`src/rtl/frac_mul_pkg.sv`:
```
// Shared definitions for the partitioned fractional multiplier.
// Assumes a 3-bit mode code; the encoding is fixed because the bench and
// the surrounding decode depend on it.
package frac_mul_pkg;

    typedef enum logic [2:0] {
        FM_PAIRWISE  = 3'd0,
        FM_SHARED_HI = 3'd1,
        FM_SHARED_LO = 3'd2,
        FM_HI_BYTE   = 3'd3,
        FM_LO_BYTE   = 3'd4,
        FM_WIDE_HI   = 3'd5,
        FM_WIDE_LO   = 3'd6,
        FM_RESERVED  = 3'd7
    } fm_mode_e;

    // True for the two double-width placements.
    function automatic logic fm_is_wide(input fm_mode_e m);
        return (m == FM_WIDE_HI) || (m == FM_WIDE_LO);
    endfunction

endpackage

```
`src/rtl/fm_operand_route.sv`:
```
// Operand router: picks the pixel byte and the coefficient for each lane
// according to the mode. Purely combinational.
// Assumes COEF_W == 2*PIX_W, so that each coefficient halfword holds two
// pixel bytes. Lanes a mode does not use get zero operands, so their
// products are zero.
module fm_operand_route
    import frac_mul_pkg::*;
#(
    parameter int PIX_W  = 8,
    parameter int COEF_W = 16,
    parameter int LANES  = 4,
    localparam int DATA_W = LANES * COEF_W
) (
    input  fm_mode_e                  mode,
    input  logic [DATA_W-1:0]         opa,
    input  logic [DATA_W-1:0]         opb,
    output logic [LANES*PIX_W-1:0]    pix_vec,
    output logic [LANES*COEF_W-1:0]   coef_vec
);

    localparam int WIDE_LANES = LANES / 2;

    for (genvar i = 0; i < LANES; i++) begin : g_lane
        localparam bit IN_WIDE = (i < WIDE_LANES);

        logic [PIX_W-1:0]  packed_byte;
        logic [PIX_W-1:0]  half_hi;
        logic [PIX_W-1:0]  half_lo;
        logic [COEF_W-1:0] own_coef;

        assign packed_byte = opa[i*PIX_W +: PIX_W];
        assign half_hi     = opa[i*COEF_W + PIX_W +: PIX_W];
        assign half_lo     = opa[i*COEF_W +: PIX_W];
        assign own_coef    = opb[i*COEF_W +: COEF_W];

        // Select this lane's byte and coefficient from the mode.
        always_comb begin
            pix_vec[i*PIX_W +: PIX_W]    = '0;
            coef_vec[i*COEF_W +: COEF_W] = '0;
            unique case (mode)
                FM_PAIRWISE: begin
                    pix_vec[i*PIX_W +: PIX_W]    = packed_byte;
                    coef_vec[i*COEF_W +: COEF_W] = own_coef;
                end
                FM_SHARED_HI: begin
                    pix_vec[i*PIX_W +: PIX_W]    = packed_byte;
                    coef_vec[i*COEF_W +: COEF_W] = opb[COEF_W +: COEF_W];
                end
                FM_SHARED_LO: begin
                    pix_vec[i*PIX_W +: PIX_W]    = packed_byte;
                    coef_vec[i*COEF_W +: COEF_W] = opb[0 +: COEF_W];
                end
                FM_HI_BYTE: begin
                    pix_vec[i*PIX_W +: PIX_W]    = half_hi;
                    coef_vec[i*COEF_W +: COEF_W] = own_coef;
                end
                FM_LO_BYTE: begin
                    pix_vec[i*PIX_W +: PIX_W]    = half_lo;
                    coef_vec[i*COEF_W +: COEF_W] = own_coef;
                end
                FM_WIDE_HI: begin
                    if (IN_WIDE) begin
                        pix_vec[i*PIX_W +: PIX_W]    = half_hi;
                        coef_vec[i*COEF_W +: COEF_W] = own_coef;
                    end
                end
                FM_WIDE_LO: begin
                    if (IN_WIDE) begin
                        pix_vec[i*PIX_W +: PIX_W]    = half_lo;
                        coef_vec[i*COEF_W +: COEF_W] = own_coef;
                    end
                end
                default: begin
                    pix_vec[i*PIX_W +: PIX_W]    = '0;
                    coef_vec[i*COEF_W +: COEF_W] = '0;
                end
            endcase
        end
    end

endmodule

```
`src/rtl/fm_lane_mult.sv`:
```
// One lane multiplier: unsigned pixel times signed coefficient.
// The product fits in PIX_W+COEF_W bits as a signed value, because
// (2^PIX_W - 1) * 2^(COEF_W-1) < 2^(PIX_W+COEF_W-1).
module fm_lane_mult #(
    parameter int PIX_W  = 8,
    parameter int COEF_W = 16,
    localparam int PROD_W = PIX_W + COEF_W
) (
    input  logic [PIX_W-1:0]          pix,
    input  logic [COEF_W-1:0]         coef,
    output logic signed [PROD_W-1:0]  prod
);

    // Extend the pixel with a zero sign bit so the multiply stays signed.
    assign prod = $signed({1'b0, pix}) * $signed(coef);

endmodule

```
`src/rtl/fm_round_place.sv`:
```
// Rounding and placement: takes the middle COEF_W bits of each registered
// product, adds the bit just below them with a wrapping increment, and
// places the lane results according to the mode. Combinational.
// Assumes products of PIX_W+COEF_W bits packed lane by lane.
module fm_round_place
    import frac_mul_pkg::*;
#(
    parameter int PIX_W  = 8,
    parameter int COEF_W = 16,
    parameter int LANES  = 4,
    localparam int PROD_W   = PIX_W + COEF_W,
    localparam int DATA_W   = LANES * COEF_W,
    localparam int WIDE_OFS = PIX_W - 1
) (
    input  fm_mode_e                  mode,
    input  logic [LANES*PROD_W-1:0]   prod_vec,
    output logic [DATA_W-1:0]         result
);

    localparam int WIDE_LANES = LANES / 2;

    logic [LANES*COEF_W-1:0] rnd_vec;
    logic [LANES*(PIX_W-1)-1:0] unused_low_bits;

    for (genvar i = 0; i < LANES; i++) begin : g_rnd
        logic [COEF_W-1:0] mid_field;
        logic              round_bit;

        assign mid_field = prod_vec[i*PROD_W + PIX_W +: COEF_W];
        assign round_bit = prod_vec[i*PROD_W + PIX_W - 1];
        assign rnd_vec[i*COEF_W +: COEF_W] = mid_field + {{(COEF_W-1){1'b0}}, round_bit};
        assign unused_low_bits[i*(PIX_W-1) +: (PIX_W-1)] = prod_vec[i*PROD_W +: (PIX_W-1)];
    end

    // Place rounded lanes: packed halfwords, double-width slots, or zero.
    always_comb begin
        result = '0;
        if (mode == FM_RESERVED) begin
            result = '0;
        end else if (fm_is_wide(mode)) begin
            for (int i = 0; i < WIDE_LANES; i++) begin
                result[i*2*COEF_W + WIDE_OFS +: COEF_W] = rnd_vec[i*COEF_W +: COEF_W];
            end
        end else begin
            result = rnd_vec;
        end
    end

endmodule

```
`src/rtl/frac_mul_simd.sv`:
```
// Partitioned pixel-by-coefficient fractional multiplier, top level.
// Stage 1 routes the operands, multiplies every lane and registers the
// products with the mode. Stage 2 rounds, places and registers the result.
// Latency is two clocks, one result per clock, in order. The output data
// holds its value between results. Synchronous active-low reset.
module frac_mul_simd
    import frac_mul_pkg::*;
#(
    parameter int PIX_W  = 8,
    parameter int COEF_W = 16,
    parameter int LANES  = 4,
    localparam int DATA_W = LANES * COEF_W,
    localparam int PROD_W = PIX_W + COEF_W
) (
    input  logic              clk,
    input  logic              rst_n,
    input  logic              in_valid,
    input  logic [2:0]        in_mode,
    input  logic [DATA_W-1:0] in_opa,
    input  logic [DATA_W-1:0] in_opb,
    output logic              out_valid,
    output logic [DATA_W-1:0] out_data
);

    fm_mode_e                mode_in;
    logic [LANES*PIX_W-1:0]  pix_vec;
    logic [LANES*COEF_W-1:0] coef_vec;
    logic [LANES*PROD_W-1:0] prod_c;

    logic                    s1_valid;
    fm_mode_e                s1_mode;
    logic [LANES*PROD_W-1:0] s1_prod;
    logic [DATA_W-1:0]       res_c;

    assign mode_in = fm_mode_e'(in_mode);

    fm_operand_route #(
        .PIX_W  (PIX_W),
        .COEF_W (COEF_W),
        .LANES  (LANES)
    ) route_i (
        .mode     (mode_in),
        .opa      (in_opa),
        .opb      (in_opb),
        .pix_vec  (pix_vec),
        .coef_vec (coef_vec)
    );

    for (genvar i = 0; i < LANES; i++) begin : g_mul
        logic signed [PROD_W-1:0] lane_prod;

        fm_lane_mult #(
            .PIX_W  (PIX_W),
            .COEF_W (COEF_W)
        ) mult_i (
            .pix  (pix_vec[i*PIX_W +: PIX_W]),
            .coef (coef_vec[i*COEF_W +: COEF_W]),
            .prod (lane_prod)
        );

        assign prod_c[i*PROD_W +: PROD_W] = lane_prod;
    end

    // Stage 1: capture lane products and mode for an accepted input.
    always_ff @(posedge clk) begin
        if (!rst_n) begin
            s1_valid <= 1'b0;
            s1_mode  <= FM_PAIRWISE;
            s1_prod  <= '0;
        end else begin
            s1_valid <= in_valid;
            if (in_valid) begin
                s1_mode <= mode_in;
                s1_prod <= prod_c;
            end
        end
    end

    fm_round_place #(
        .PIX_W  (PIX_W),
        .COEF_W (COEF_W),
        .LANES  (LANES)
    ) place_i (
        .mode     (s1_mode),
        .prod_vec (s1_prod),
        .result   (res_c)
    );

    // Stage 2: register the placed result and advance the valid pipe.
    always_ff @(posedge clk) begin
        if (!rst_n) begin
            out_valid <= 1'b0;
            out_data  <= '0;
        end else begin
            out_valid <= s1_valid;
            if (s1_valid) begin
                out_data <= res_c;
            end
        end
    end

endmodule

```
`config.mk`:
```
export PLATFORM = sky130hd
export DESIGN_NAME = frac_mul_simd
export DESIGN_NICKNAME = d
export VERILOG_FILES = /design/src/rtl/frac_mul_pkg.sv /design/src/rtl/fm_operand_route.sv /design/src/rtl/fm_lane_mult.sv /design/src/rtl/fm_round_place.sv /design/src/rtl/frac_mul_simd.sv
export SDC_FILE = /design/constraint.sdc
export NUM_CORES = 2
export LEC_CHECK = 0
export ABC_AREA = 1
export ABC_CLOCK_PERIOD_IN_PS = 11200
export BUFFER_PORTS_ARGS = -buffer_cell sky130_fd_sc_hd__buf_2
export CORE_UTILIZATION = 65
export DETAILED_ROUTE_END_ITERATION = 8
export PLACE_DENSITY = 0.88
export SKIP_LAST_GASP = 1
export SLEW_MARGIN = 20
export SYNTH_ARGS = -nofsm -noshare
export SYNTH_HDL_FRONTEND = slang
export SYNTH_SLANG_ARGS = --single-unit
```
`constraint.sdc`:
```
create_clock -name clk -period 11.2 [get_ports clk]
set_input_delay 0.56 -clock clk [delete_from_list [all_inputs] [get_ports clk]]
set_output_delay 0.56 -clock clk [all_outputs]
set_load 0.02 [all_outputs]
```
### Word-level counts from Yosys, hierarchy flattened

Index checks and enable logic that the tools add are counted.
W data, S select, Z words.

| cells by class | value |
|---|---|
| add/subtract/negate cells | 4 |
| multipliers | 4 |
| eq/ne operators | 9 |
| multiplexer cells | 14 |
| reduce and logical (&&, ||, !) cells | 9 |

Operators with widths:

| kind | number |
|---|---|
| $mul A9 B16 Y24 | 4 |
| $pmux W16 S3 | 2 |
| $pmux W8 S3 | 3 |
| $add A16 B1 Y16 | 4 |
| $mux W64 | 1 |
| $pmux W16 S2 | 2 |
| $mux W16 | 3 |
| $eq A3 B3 Y1 const B | 6 |
| $pmux W8 S2 | 1 |
| $reduce_or A6 Y1 | 2 |
| $mux W9 | 1 |
| $mux W7 | 1 |
| $eq A3 B2 Y1 const B | 2 |
| $reduce_or A3 Y1 | 2 |
| $reduce_or A5 Y1 | 1 |
| $reduce_or A2 Y1 | 2 |
| $eq A3 B1 Y1 const B | 1 |
| $logic_not A3 Y1 | 1 |
| $logic_or A1 B1 Y1 | 1 |

| word-level totals | value |
|---|---|
| register bits | 165 |
| input bits | 134 |
| output and inout bits | 65 |
| word-level logic and storage cells | 45 |

### Longest topological paths before layout

| logic depth | value |
|---|---|
| depth in word-level cells | 4 |
| mapped depth | 31 |
| mapped depth without buffers | 29 |

### Modules after synthesis

Synthesis repeated with hierarchy kept, for this count alone.

| unflattened totals | value |
|---|---|
| cells, all modules | 4,880 |
| area, all modules | 30,810.8 um2 |

By module, submodules not included:

| module | instances | cells an instance | area an instance (um2) |
|---|---|---|---|
| frac_mul_simd | 1 | 1,038 | 6,722.7 |
| fm_lane_mult at g_mul[0].mult_i | 1 | 757 | 5,091.1 |
| fm_lane_mult at g_mul[1].mult_i | 1 | 757 | 5,088.6 |
| fm_lane_mult at g_mul[2].mult_i | 1 | 751 | 5,077.4 |
| fm_lane_mult at g_mul[3].mult_i | 1 | 751 | 5,064.9 |
| fm_round_place | 1 | 507 | 2,361.0 |
| fm_operand_route | 1 | 319 | 1,405.1 |

### Least setup slack after synthesis

Ideal clock, no wire load.

| timing path | value |
|---|---|
| path kind | input to register |
| from | input port in_mode[0] |
| to | register s1_prod[93] |
| setup time | 115 ps |
| arrival time | 5,457 ps |
| data required time | 11,085 ps |
| path slack | 5,627 ps |
| cell stages on the path | 27 |
| buffers on the path | 3 |
| path through | buf_6 clkinv_2 nand2_1 nand2_1 clkbuf_1 buf_1 a21oi_1 inv_1 nand2_1 fa_1 inv_1 fa_1 fa_1 inv_1 fa_1 inv_1 ha_1 a21oi_1 inv_1 o21ai_0 nand2_1 a221oi_1 nand2_1 nand2_1 nand2_1 o21ai_0 inv_1 |

| on the way | value |
|---|---|
| word-level cells in the longest chain between the ends | 4 |
| elaborated cells between the ends (all ways) | 10 |
| classes of those cells | mul (1); eq/ne (4); mux (2); reduce/logical (3) |

RTL lines:

| element | RTL line | text |
|---|---|---|
| start: declaration | frac_mul_simd.sv:18 | `input logic [2:0] in_mode,` |
| $eq A3 B1 Y1 (tied with other cells) | fm_operand_route.sv:40 | `unique case (mode)` |
| $reduce_or A3 Y1 (no line) | n/a |  |
| $pmux W8 S3 / $pmux W16 S3 (equally long branches) | fm_operand_route.sv:40 |  |
| $mul A9 B16 Y24 (*) | fm_lane_mult.sv:15 | `assign prod = $signed({1'b0, pix}) * $signed(coef);` |
| end signal: assignment | frac_mul_simd.sv:74 | `s1_prod <= prod_c;` |
| end: declaration | frac_mul_simd.sv:32 | `logic [LANES*PROD_W-1:0] s1_prod;` |

Mark *: on every way between the ends. The rest lies on a longest branch, timed or not.
A chain may end at the register's enable or synchronous reset.

### Final worst setup path

Same ends and word-level chain as after synthesis.

==> summary.md <==
| Metric | Value |
|---|---|
| Post-DP Area | `27,100 µm²` |
| Hold buffer count at cts | `0` |
| Clk slew on worst S/H paths | `0.06 ns` |
| Number of synthesized flops with an enable pin | `0` |
| Post-layout instance area | `27,700 µm²` |
| Clk root buf | `clkbuf_16` |
| CTS tree | `yes` |
| Clock Tree Buf Depth | `2` |
| H-tree lvl count | `4` |
| Post-Syn Area | `25,600 µm²` |
| Max Slew Vio Count | `0` |
| Syn-to-layout area delta | `8.19%` |
| Required time of the critical path | `11.52 ns` |
| Ys flop type | `dfxtp_1` |
| Crit Path Class | `input pin to register` |
| Seq/Total Area, Yosys | `10.7%` |
| Ys async rst share | `0%` |
| Metal-1 WL | `26.8 mm` |
| Crit. End Element | `register` |
| Count leader, synth | `inv_1` |
| Clk_lat worst skew | `0.42 ns` |
| Final setup vio count | `0` |
| CP delay by family, top | `adder cells` |
| CP max stage cell | `nor2_2` |
| Port bufs | `198` |
| Synth top area cells | `fa_1 31%, inv_1 13%, nand2_1 13%, dfxtp_1 11%, ha_1 8.8%` |
| Max cap viols | `0` |
| Setup Skew | `0.00745 ns` |
| CP max stage delay | `0.70 ns` |
| # diodes | `0` |
| Top Layer Used | `met4` |
| Nets in the synthesized netlist | `4,316` |
| Max-slew headroom | `35.9%` |
| Layout cells sized above 1 | `8.64%` |
| Non-Filler Instances | `4,291` |
| HP Class | `register to register` |
| Syn Area/Cell | `7.10 µm²` |
| Minimum clock period | `6.45 ns` |
| Unrepaired setup endpoints after global routing | `false` |
| Die area | `40,200 µm²` |
| Most Frequent Cell on Critical Path | `inv_1` |
| Wire length on met3 | `7.11 mm` |
| Area share of the largest cell type after synthesis | `30.9%` |
| WL/cell | `17.0 µm` |
| Post-detail-place hpwl | `60.8 mm` |
| Pre-antenna DRT Iters | `8` |
| Routability cong. | `1.05` |
| Gr usage total | `37.5%` |
| Drt drc | `0` |
| Achievable Freq | `0.155 GHz` |
| Placed Cells | `4,259` |
| # resized after CTS | `0` |
| Synth cell count leaders | `916 x inv_1, 864 x nand2_1, 396 x fa_1` |
| Horiz. Die Dim | `201 µm` |
| Met2 routed WL | `35.1 mm` |
| Setup bufs post-CTS | `0` |
| Final WL | `72.8 mm` |
| Flops & latches, synth | `137` |
| Final Power | `4.83 mW` |
| Vias in the first global route | `24,617` |
| Yosys cell types | `57` |
| Total number of vias | `24,045` |
| Iteration-0 DRC Markers | `2,028` |
| Largest net degree at the start of global routing | `90` |
| P_leak | `15.8 nW` |
| Die Height | `201 µm` |
| Gr ovfl total | `0` |
| Core box area | `38,700 µm²` |
| Startpoint Class | `input pin` |
| # rows | `72` |
| PwrDens | `174 nW/µm²` |
| Setup TNS | `0 ns` |
| WP data arrival | `6.77 ns` |
| Vias per inst | `5.60` |
| Layout net count | `4,470` |
| Worst Tran Pin Value | `0.962 ns` |
| Leading area contributor after synthesis | `fa_1` |
| Clock sink total | `137` |
| Buffers & Inverters on Critical Path | `9` |
| Initial antenna violation count | `0` |
| CP Cell Sequence | `buf_2 -> nand2_1 -> inv_1 -> nor2_2 -> inv_2 -> o211ai_2 -> clkinv_1 -> nor2_1 -> inv_1 -> fa_1 -> inv_1 -> fa_1 -> fa_1 -> inv_1 -> fa_1 -> inv_1 -> ha_1 -> nand2_1 -> nor3_1 -> nand4_1 -> nand2_1 -> nor2_1 -> o21ai_0 -> inv_1` |
| First-pass GRT wire length | `121 mm` |
| Total CTS buffers | `17` |
| Starting Density | `66.1%` |
| CP max FO | `14` |
| Count of boundary I/O pins | `199` |
| Synth Warn # | `0` |
| Final-report hold violation count | `0` |
| Status | `complete, no violations` |
| Final worst-path cycle share | `57.6%` |
| Synthesized instance count | `3,606` |
| Antenna Violating Nets Remaining | `0` |
| Worst vdd ir | `0.134 mV` |
-- worst reg2reg max path, cell delays in order, from the launching register on --
cell,delay (ns)
dfxtp_1,0.41
o21ai_0,0.17
a21oi_2,0.51
clkinv_1,0.59
nor2_2,0.76
inv_1,0.16
o21ai_0,0.23
inv_1,0.06
a21oi_1,0.14
-- final timing paths --
kind	from	endpoint	slack, ns	cells past startpoint
max reg2reg	s1_mode[0]	out_data[13]	8.11	8
max	in_mode[0]	s1_prod[93]	4.75	24
min reg2reg	out_data[9]	out_data[9]	0.46	2
min	out_data[9]	out_data[9]	0.46	2
-- kinds of logic after synthesis --
logic type	Yosys count	synth area share, %
and+or+nand+nor	1352	21.9
AOI/OAI and AO/OA	451	10.0
xor gates and xnor gates	81	2.77
adders and majority gates	576	39.7
buffers and inverters	1009	14.9
DFF	137	10.7
-- cells in the final DEF, fill, tap and decap left out, types with 105 or more instances in the layout --
| master | instances |
|---|---|
| ha_1 | 180 |
| o21ai_0 | 119 |
| nand3_1 | 105 |
| dfxtp_1 | 137 |
| a21oi_1 | 221 |
| nand2_1 | 864 |
| fa_1 | 396 |
| buf_2 | 198 |
| inv_1 | 914 |
| nor2_1 | 251 |
-- metrics by stage --
stage	hold slack, ns	worst slack (ns)	utilization (%)
floorplan	0.420	5.63	-
global placement	0.450	4.54	69.9
detailed placement	0.452	4.42	69.9
CTS	0.461	4.90	71.5
global route	0.481	4.43	71.5
finish	0.461	4.75	71.5
-- registers in the layout, indices dropped and copies added, names as in the netlist --
name	flops
s1_prod	68
out_data	64
s1_mode	3
out_valid	1
s1_valid	1
-- layer usage --
layer  track usage, %  up-vias
li1                 -    11159
met1             43.5    11421
met2             65.5     1188
met3             8.93      277
met4             17.4        0
met5                0        -
-- cell type report --
| type | count | area (µm²) |
|---|---|---|
| inverter | 926 | 3480 |
| fill | 3257 | 11000 |
| multi-input combinational | 2460 | 19100 |
| sequential | 137 | 2740 |
| tap | 518 | 648 |
| timing repair buffer | 218 | 1140 |
| clock buffer | 20 | 457 |
| clock inverter | 12 | 173 |
-- power breakdown --
part	switching (mW)	internal [mW]
registers	0.0936	0.595
logic	2.31	1.23
clock network	0.214	0.383
total	2.62	2.21
(Power assumes the default switching activity.)
